<file path="config.mk">
export PLATFORM = sky130hd
export DESIGN_NAME = mm_timer
export DESIGN_NICKNAME = d
export VERILOG_FILES = /design/src/rtl/mm_timer_pkg.sv /design/src/rtl/mm_timer_sync.sv /design/src/rtl/mm_timer_ctrl.sv /design/src/rtl/mm_timer_dp.sv /design/src/rtl/mm_timer.sv
export SDC_FILE = /design/constraint.sdc
export NUM_CORES = 1
export LEC_CHECK = 0
export BUFFER_PORTS_ARGS = -buffer_cell sky130_fd_sc_hd__buf_2
export CAP_MARGIN = 20
export CORE_AREA = 5 5 87 89
export DETAILED_ROUTE_END_ITERATION = 10
export DIE_AREA = 0 0 92 94
export PLACE_DENSITY = 0.79
export SLEW_MARGIN = 20
export SYNTH_ARGS = -nofsm -noshare
export SYNTH_HDL_FRONTEND = slang
export SYNTH_SLANG_ARGS = --single-unit
</file>
<file path="constraint.sdc">
create_clock -name clk -period 2.7 [get_ports clk]
set_clock_uncertainty 0.2 [all_clocks]
set_input_delay 0 -clock clk [delete_from_list [all_inputs] [get_ports clk]]
set_output_delay 0 -clock clk [all_outputs]
set_load 0.02 [all_outputs]
</file>
<file path="src/rtl/mm_timer_pkg.sv">
package mm_timer_pkg;

  typedef enum logic [2:0] {
    MODE_ONESHOT = 3'd0,
    MODE_CONT    = 3'd1,
    MODE_COUNT   = 3'd2,
    MODE_PWM     = 3'd3,
    MODE_CAPT    = 3'd4,
    MODE_CMP     = 3'd5,
    MODE_GATED   = 3'd6,
    MODE_CAPCMP  = 3'd7
  } tmode_e;

  // Strobes and static qualifiers handed from control to datapath.
  typedef struct packed {
    logic en;
    logic pol;
    logic advance;
    logic captureNow;
    logic edgeIrq;
    logic reloadOk;
    logic pwmMode;
    logic cmpMode;
    logic oneShot;
  } strobe_t;

endpackage

</file>
<file path="src/rtl/mm_timer_sync.sv">
module mm_timer_sync #(
  parameter int STAGES = 2
) (
  input  logic clk,
  input  logic rstN,
  input  logic din,
  output logic dout
);

  logic [STAGES-1:0] chain;

  generate
    if (STAGES == 1) begin : g_single
      always_ff @(posedge clk) begin
        if (!rstN) chain <= '0;
        else       chain <= din;
      end
    end else begin : g_multi
      always_ff @(posedge clk) begin
        if (!rstN) chain <= '0;
        else       chain <= {chain[STAGES-2:0], din};
      end
    end
  endgenerate

  assign dout = chain[STAGES-1];

endmodule

</file>
<file path="src/rtl/mm_timer_ctrl.sv">
module mm_timer_ctrl
  import mm_timer_pkg::*;
(
  input  logic     clk,
  input  logic     rstN,
  input  logic     cfgWr,
  input  logic     cfgEnable,
  input  logic     cfgPol,
  input  logic [2:0] cfgMode,
  input  logic     inSync,
  input  logic     reloadEvt,
  output strobe_t  st
);

  logic   enQ;
  logic   polQ;
  logic   armedQ;
  logic   prevQ;
  tmode_e modeQ;

  logic rise;
  logic fall;
  logic actEdge;
  logic gateEnd;
  logic levelOn;

  assign rise    = inSync & ~prevQ;
  assign fall    = ~inSync & prevQ;
  assign actEdge = polQ ? fall : rise;
  assign gateEnd = polQ ? rise : fall;
  assign levelOn = inSync ^ polQ;

  always_ff @(posedge clk) begin
    if (!rstN) begin
      enQ    <= 1'b0;
      polQ   <= 1'b0;
      armedQ <= 1'b0;
      prevQ  <= 1'b0;
      modeQ  <= MODE_ONESHOT;
    end else begin
      prevQ <= inSync;
      if (cfgWr) begin
        enQ   <= cfgEnable;
        polQ  <= cfgPol;
        modeQ <= tmode_e'(cfgMode);
      end else if (reloadEvt && modeQ == MODE_ONESHOT) begin
        enQ <= 1'b0;
      end
      if (!enQ || cfgWr) armedQ <= 1'b0;
      else if (modeQ == MODE_CAPCMP && actEdge) armedQ <= 1'b1;
    end
  end

  always_comb begin
    st            = '0;
    st.en         = enQ;
    st.pol        = polQ;
    st.reloadOk   = (modeQ != MODE_CMP);
    st.pwmMode    = (modeQ == MODE_PWM);
    st.cmpMode    = (modeQ == MODE_CMP);
    st.oneShot    = (modeQ == MODE_ONESHOT);
    case (modeQ)
      MODE_ONESHOT, MODE_CONT, MODE_PWM, MODE_CMP: begin
        st.advance = enQ;
      end
      MODE_COUNT: begin
        st.advance = enQ & actEdge;
      end
      MODE_CAPT: begin
        st.advance    = enQ;
        st.captureNow = enQ & actEdge;
      end
      MODE_GATED: begin
        st.advance = enQ & levelOn;
        st.edgeIrq = enQ & gateEnd;
      end
      MODE_CAPCMP: begin
        st.advance    = enQ & armedQ;
        st.captureNow = enQ & armedQ & actEdge;
      end
      default: st.advance = 1'b0;
    endcase
    if (st.captureNow) st.edgeIrq = 1'b1;
  end

endmodule

</file>
<file path="src/rtl/mm_timer_dp.sv">
module mm_timer_dp
  import mm_timer_pkg::*;
#(
  parameter int WIDTH = 16
) (
  input  logic             clk,
  input  logic             rstN,
  input  strobe_t          st,
  input  logic             ldReload,
  input  logic             ldCompare,
  input  logic             ldCount,
  input  logic [WIDTH-1:0] wrData,
  output logic [WIDTH-1:0] count,
  output logic [WIDTH-1:0] capture,
  output logic             tmrOut,
  output logic             irq,
  output logic             reloadEvt,
  output logic             cmpMatch
);

  localparam logic [WIDTH-1:0] ONE = {{(WIDTH-1){1'b0}}, 1'b1};

  logic [WIDTH-1:0] reloadQ;
  logic [WIDTH-1:0] compareQ;

  assign reloadEvt = st.advance & st.reloadOk & (count == reloadQ);
  assign cmpMatch  = st.advance & (st.pwmMode | st.cmpMode) & (count == compareQ);

  always_ff @(posedge clk) begin
    if (!rstN) begin
      reloadQ  <= '1;
      compareQ <= '0;
      count    <= '0;
      capture  <= '0;
      tmrOut   <= 1'b0;
      irq      <= 1'b0;
    end else begin
      if (ldReload)  reloadQ  <= wrData;
      if (ldCompare) compareQ <= wrData;

      if (ldCount)         count <= wrData;
      else if (reloadEvt)  count <= ONE;
      else if (st.advance) count <= count + ONE;

      if (st.captureNow) capture <= count;

      if (!st.en)         tmrOut <= st.pol;
      else if (reloadEvt) tmrOut <= st.pwmMode ? st.pol : ~tmrOut;
      else if (cmpMatch)  tmrOut <= st.pwmMode ? ~st.pol : ~tmrOut;

      irq <= reloadEvt | (cmpMatch & st.cmpMode) | st.edgeIrq;
    end
  end

endmodule

</file>
<file path="src/rtl/mm_timer.sv">
module mm_timer
  import mm_timer_pkg::*;
#(
  parameter int WIDTH       = 16,
  parameter int SYNC_STAGES = 2
) (
  input  logic             clk,
  input  logic             rstN,
  input  logic             cfgWr,
  input  logic             cfgEnable,
  input  logic             cfgPol,
  input  logic [2:0]       cfgMode,
  input  logic             ldReload,
  input  logic             ldCompare,
  input  logic             ldCount,
  input  logic [WIDTH-1:0] wrData,
  input  logic             tmrIn,
  output logic             tmrOut,
  output logic             irq,
  output logic [WIDTH-1:0] count,
  output logic [WIDTH-1:0] capture,
  output logic             enabled
);

  logic    inSync;
  logic    reloadEvt;
  logic    cmpMatch;
  strobe_t st;

  mm_timer_sync #(.STAGES(SYNC_STAGES)) sync_i (
    .clk  (clk),
    .rstN (rstN),
    .din  (tmrIn),
    .dout (inSync)
  );

  mm_timer_ctrl ctrl_i (
    .clk       (clk),
    .rstN      (rstN),
    .cfgWr     (cfgWr),
    .cfgEnable (cfgEnable),
    .cfgPol    (cfgPol),
    .cfgMode   (cfgMode),
    .inSync    (inSync),
    .reloadEvt (reloadEvt),
    .st        (st)
  );

  mm_timer_dp #(.WIDTH(WIDTH)) dp_i (
    .clk       (clk),
    .rstN      (rstN),
    .st        (st),
    .ldReload  (ldReload),
    .ldCompare (ldCompare),
    .ldCount   (ldCount),
    .wrData    (wrData),
    .count     (count),
    .capture   (capture),
    .tmrOut    (tmrOut),
    .irq       (irq),
    .reloadEvt (reloadEvt),
    .cmpMatch  (cmpMatch)
  );

  assign enabled = st.en;

endmodule

</file>
Word level (Yosys, flattened, before mapping)
Cells that the tools add are included.
{"block": "word_totals", "elab_cells": 70, "ff_bits": 75, "out_inout_bits": 35}
{"block": "classes", "eq_ne": 11, "n_reduce_logical": 9, "n_addsub": 1, "bitwise": 21, "mux": 16}
{"cell": "16-bit 2-to-1 mux", "count": 3}
{"cell": "16-bit == test", "count": 2}
{"cell": "16-bit by 1-bit adder with 16-bit output (second input constant)", "count": 1}
{"cell": "1-bit bitwise AND", "count": 12}
{"cell": "3-bit == test (second input constant)", "count": 4}
{"cell": "1-bit 2-to-1 mux", "count": 11}
{"cell": "3-bit by 2-bit == test with 1-bit output (second input constant)", "count": 2}
{"cell": "1-bit inverter", "count": 5}
{"cell": "5-bit OR reduction", "count": 1}
{"cell": "1-bit one-hot mux with 4 select lines", "count": 1}
{"cell": "3-bit by 1-bit == test with 1-bit output (second input constant)", "count": 1}
{"cell": "3-bit logical NOT", "count": 1}
{"cell": "3-bit by 1-bit inequality test with 1-bit output (second input constant)", "count": 1}
{"cell": "3-bit inequality test (second input constant)", "count": 1}
{"cell": "1-bit bitwise OR", "count": 3}
{"cell": "3-bit nonzero test", "count": 1}
{"cell": "1-bit logical AND", "count": 2}
{"cell": "1-bit one-hot mux with 2 select lines", "count": 1}
{"cell": "2-bit nonzero test", "count": 1}
{"cell": "2-bit OR reduction", "count": 1}
{"cell": "1-bit logical NOT", "count": 1}
{"cell": "1-bit logical OR", "count": 1}
{"cell": "1-bit bitwise XOR", "count": 1}

Longest topological paths before layout
{"block": "logic_depth", "depth_word": 10, "mapped_depth": 8, "depth_no_buf": 6}

Modules after synthesis
From an unflattened synthesis, not the netlist that was laid out.
{"block": "hier_totals", "hier_cells": 415, "area_unflattened_um2": 3842.4}
{"mod": "mm_timer_dp", "seq_area_each_um2": 1321.3, "n_inst": 1, "area_per_inst_um2": 3330.7, "cells_per_inst": 359}
{"mod": "mm_timer_ctrl", "seq_area_each_um2": 140.1, "n_inst": 1, "area_per_inst_um2": 459.2, "cells_per_inst": 52}
{"mod": "mm_timer_sync", "seq_area_each_um2": 40.0, "n_inst": 1, "area_per_inst_um2": 52.6, "cells_per_inst": 4}

Worst setup path before layout
OpenSTA, ideal clock, no wires.
{"block": "synth_timing", "path_type": "register to register", "start": "register dp_i.count[14]", "end": "register dp_i.tmrOut", "synth_period_minus_slack_ns": 2.085, "path_slack_ns": 0.615, "path_stages_with_launch": 8, "arrival_time_ns": 1.763, "required_ns": 2.378, "setup_ns": 0.122, "cell_sequence": "dfxtp_1 -> buf_2 -> xnor2_1 -> nand4_1 -> nor3_1 -> nand3_1 -> and4b_1 -> o311a_1"}
{"block": "synth_between", "elab_chain_len": 4}
{"element": "start: declaration", "line": "mm_timer_dp.sv:13", "text": "output logic [WIDTH-1:0] count,"}
{"element": "start signal: assignment", "line": "mm_timer_dp.sv:41", "text": "if (ldCount) count <= wrData;"}
{"element": "start signal: assignment", "line": "mm_timer_dp.sv:43", "text": "else if (st.advance) count <= count + ONE;"}
{"element": "16-bit == test", "line": "mm_timer_dp.sv:26", "text": "assign reloadEvt = st.advance & st.reloadOk & (count == reloadQ);"}
{"element": "1-bit bitwise AND", "line": "mm_timer_dp.sv:26"}
{"element": "1-bit 2-to-1 mux", "line": "mm_timer_dp.sv:48", "text": "else if (reloadEvt) tmrOut <= st.pwmMode ? st.pol : ~tmrOut;"}
{"element": "1-bit 2-to-1 mux", "line": "mm_timer_dp.sv:47", "text": "if (!st.en) tmrOut <= st.pol;"}
{"element": "end signal: assignment", "line": "mm_timer_dp.sv:47"}
{"element": "end signal: assignment", "line": "mm_timer_dp.sv:48"}
{"element": "end signal: assignment", "line": "mm_timer_dp.sv:49", "text": "else if (cmpMatch) tmrOut <= st.pwmMode ? ~st.pol : ~tmrOut;"}
{"element": "end: declaration", "line": "mm_timer_dp.sv:15", "text": "output logic tmrOut,"}
Parallel ways exist; a longest one is shown, timed or not.
A chain may end at the register's enable or synchronous reset.

Final worst setup path
{"block": "layout_timing", "start": "register ctrl_i.modeQ[1]", "end": "register dp_i.count[12]"}
{"block": "layout_between", "elab_chain_len": 7}
{"element": "start: declaration", "line": "mm_timer_ctrl.sv:19", "text": "tmode_e modeQ;"}
{"element": "start signal: assignment", "line": "mm_timer_ctrl.sv:45", "text": "modeQ <= tmode_e'(cfgMode);"}
{"element": "3-bit by 1-bit == test with 1-bit output (tied with other cells)", "line": "mm_timer_ctrl.sv:62", "text": "case (modeQ)"}
{"element": "5-bit OR reduction (no source line)"}
{"element": "1-bit one-hot mux with 4 select lines", "line": "mm_timer_ctrl.sv:62"}
{"element": "1-bit bitwise AND (2 in series)", "line": "mm_timer_dp.sv:26"}
{"element": "16-bit 2-to-1 mux", "line": "mm_timer_dp.sv:42", "text": "else if (reloadEvt) count <= ONE;"}
{"element": "16-bit 2-to-1 mux", "line": "mm_timer_dp.sv:41"}
Parallel ways exist; a longest one is shown, timed or not.

==> load_flow_metrics.sql <==
INSERT INTO impl_metrics (metric_group, metric, value, unit) VALUES
('synthesis', 'post_synth.cell_area_avg', '9.08', 'um2'),
('floorplan', 'placement_rows', '30', ''),
('synthesis', 'synth-async-reset-ratio', '0', '%'),
('clock_tree', 'clock_tree.htree_level_count', '3', ''),
('run', 'cap_violations', '0', ''),
('global_route', 'grt_remaining_overflow', '0', ''),
('power_and_ir_drop', 'leakagePower', '1.89', 'nW'),
('floorplan', 'boundaryPins', '63', ''),
('final_layout', 'filler_cell_count', '509', ''),
('setup_path', 'startpoint', 'ctrl_i.modeQ[1]', ''),
('global_route', 'via_count_of_the_first_global_routing_pass', '3192', ''),
('setup_path', 'cell_with_the_largest_stage_delay_on_the_worst_path', 'dfxtp_1', ''),
('placed_design', 'placed_wire_length_estimate_after_detailed_placement', '6.64', 'mm'),
('clock_tree', 'cts_made_buffers', '9', ''),
('synthesis', 'post_synth_num_cell_types', '52', ''),
('placed_design', 'finalWeightedCongestion', '0.939', ''),
('routing', 'route.vias.total', '3292', ''),
('global_route', 'largest_net_degree_at_the_start_of_global_routing', '44', ''),
('synthesis', 'yosys_most_used_dff', 'dfxtp_1', ''),
('floorplan', 'die_width', '92', 'um'),
('synthesis', 'synthesis.area', '3660', 'um2'),
('sta', 'whs', '0.220', 'ns'),
('synthesis', 'yosysTopAreaCellShare', '41.0', '%'),
('clock_tree', 'clk_latency', '0.35', 'ns'),
('sta', 'max_frequency', '407', 'MHz'),
('setup_path', 'worstPathArrival', '2.53', 'ns'),
('power_and_ir_drop', 'worst_ir_drop_on_vdd', '0.395', 'mV'),
('floorplan', 'dieHeight', '94', 'um'),
('floorplan', 'core_area', '6680', 'um2'),
('clock_tree', 'clockBufferDepth', '2', ''),
('synthesis', 'synth.net_count', '432', ''),
('clock_tree', 'clockRootBuffer', 'clkbuf_8', ''),
('sta', 'rel_slew_slack', '64.5', '%'),
('clock_tree', 'clk_pin_slew', '0.08', 'ns'),
('routing', 'wl_per_cell', '17.3', 'um'),
('sta', 'max_slew.worst_pin.slew', '0.530', 'ns'),
('sta', 'setup-violations-final', '0', ''),
('setup_path', 'cpMostUsedCell', 'nand3_1', ''),
('setup_path', 'cp-end-kind', 'flop', ''),
('power_and_ir_drop', 'power.density', '572', 'nW/um2'),
('sta', 'setup-tns-final', '0', 'ns'),
('clock_tree', 'numClockSinks', '75', ''),
('synthesis', 'synth_enable_flop_cells', '0', ''),
('synthesis', 'synth_seq_cells', '75', ''),
('global_route', 'grt_antenna_before_repair', '0', ''),
('placed_design', 'place.port_buffers', '62', ''),
('power_and_ir_drop', 'design_power_total', '2.62', 'mW'),
('synthesis', 'synth-warning-count', '0', ''),
('setup_path', 'critical_path.max_stage_delay', '0.62', 'ns'),
('clock_tree', 'clock_tree_from_tritoncts', 'yes', ''),
('synthesis', 'seq_area_frac_synth', '41.0', '%'),
('clock_tree', 'post_cts.repair.setup_buffers', '0', ''),
('setup_path', 'critical_path.max_fanout', '15', ''),
('outcome', 'status', 'complete, no violations', ''),
('synthesis', 'postSynthCellCount', '403', ''),
('routing', 'drt.antenna.violating_nets', '0', ''),
('setup_path', 'worst-setup-path-type', 'flop to flop', ''),
('sta', 'final_max_slew_viol_count', '0', ''),
('routing', 'finalWirelength', '9.93', 'mm'),
('synthesis', 'yosysMostFrequentCell', 'dfxtp_1', ''),
('placed_design', 'dp_worst_setup_slack', '0.312', 'ns'),
('routing', 'first_pass_iters', '5', ''),
('global_route', 'groute.usage.overall', '23.6', '%'),
('floorplan', 'initial_utilization', '54.8', '%'),
('hold_path', 'holdCritStartpoint', 'wrData[9]', ''),
('clock_tree', 'postCtsHoldBufs', '37', ''),
('sta', 'grt_setup_unrepaired', 'no', ''),
('setup_path', 'worstSetupStartpointType', 'flop', ''),
('clock_tree', 'post_cts.resized_instances', '0', ''),
('final_layout', 'syn2layout_area_growth', '25.3', '%'),
('sta', 'layout_worst_path_cycle_share', '91.0', '%');
[critical path, delay by kind of cell (launching register included)]
kind | cells | cell delay [ns]
compound gates | 3 | 0.87
simple gates | 3 | 0.66
flops | 1 | 0.62
[registers in the layout, summed over array words and instances (netlist names)]
name,cells
ctrl_i.modeQ,3
ctrl_i.enQ,1
dp_i.compareQ,16
dp_i.reloadQ,16
ctrl_i.polQ,1
dp_i.count,16
dp_i.irq,1
dp_i.capture,16
sync_i.chain,2
ctrl_i.prevQ,1
ctrl_i.armedQ,1
dp_i.tmrOut,1
[final timing paths]
check                     to  slack [ns]  depth (start not counted)
max           dp_i.count[12]        0.24                          6
min            dp_i.count[9]        0.22                          4
max reg2reg   dp_i.count[12]        0.24                          6
min reg2reg  sync_i.chain[1]        0.27                          1
[cell type report]
| cell class | count | area [um2] | share of cell area [%] |
|---|---|---|---|
| Clock inverter | 5 | 103 | 2.24 |
| Multi-Input combinational cell | 289 | 1960 | 42.8 |
| Clock buffer | 10 | 128 | 2.78 |
| Timing Repair Buffer | 112 | 778 | 17.0 |
| Inverter | 4 | 15.0 | 0.327 |
| Tap cell | 80 | 100 | 2.18 |
| Sequential cell | 75 | 1500 | 32.7 |
[through the flow]
stage | cell area, um2 | cells | utilization (%)
finish | 4590 | 575 | 68.7
global route | 4590 | 575 | 68.7
global placement | 3990 | 523 | 59.7
CTS | 4590 | 575 | 68.7
floorplan | 3660 | 403 | -
detailed placement | 3990 | 523 | 59.7
[logic make-up (layout without fill, tap and decap cells)]
logic type               Yosys count  after routing  synth area share [%]
XOR/XNOR                          42             42                  10.3
AO/OA/AOI/OAI                     50             50                  9.50
multiplexers                      54             54                  14.9
flip-flops                        75             75                  41.0
adder cells (fa/ha/maj)            1              1                 0.342
AND/OR/NAND/NOR                  142            142                  18.6
buffers and inverters             39            131                  5.37
[cells in the final DEF, fill, tap and decap left out, types with 2 or more instances in the layout]
master and count:
o21ai_1 2, buf_2 62, a21oi_1 10, xnor2_1 30, buf_4 13, nor4_1 4
inv_1 3, o2111ai_1 4, nor2_1 45, and3_1 5, bufinv_16 3, xor2_1 11
clkbuf_8 9, a22oi_1 2, nor4b_1 3, mux2i_1 53, o31a_1 4, dlygate4sd3_1 37
nand3_1 12, dfxtp_1 75, o21ai_0 16, and2_1 5, nand4_1 10, nand4b_1 3
nor3_1 7, nand2_1 38
[where the power goes]
| group | switching, mW | internal [mW] |
|---|---|---|
| Sequential | 0.0624 | 1.16 |
| Combinational | 0.196 | 0.179 |
| Clock | 0.420 | 0.608 |
[metal layers]
metal  GRT usage (%)  wire length [um]  up-vias
met3            4.33               673       33
li1                -                 -     1574
met2            36.9              4630      154
met5               0                 0        -
met4            11.8               279        0
met1            31.2              4340     1531
(Power assumes the default switching activity.)
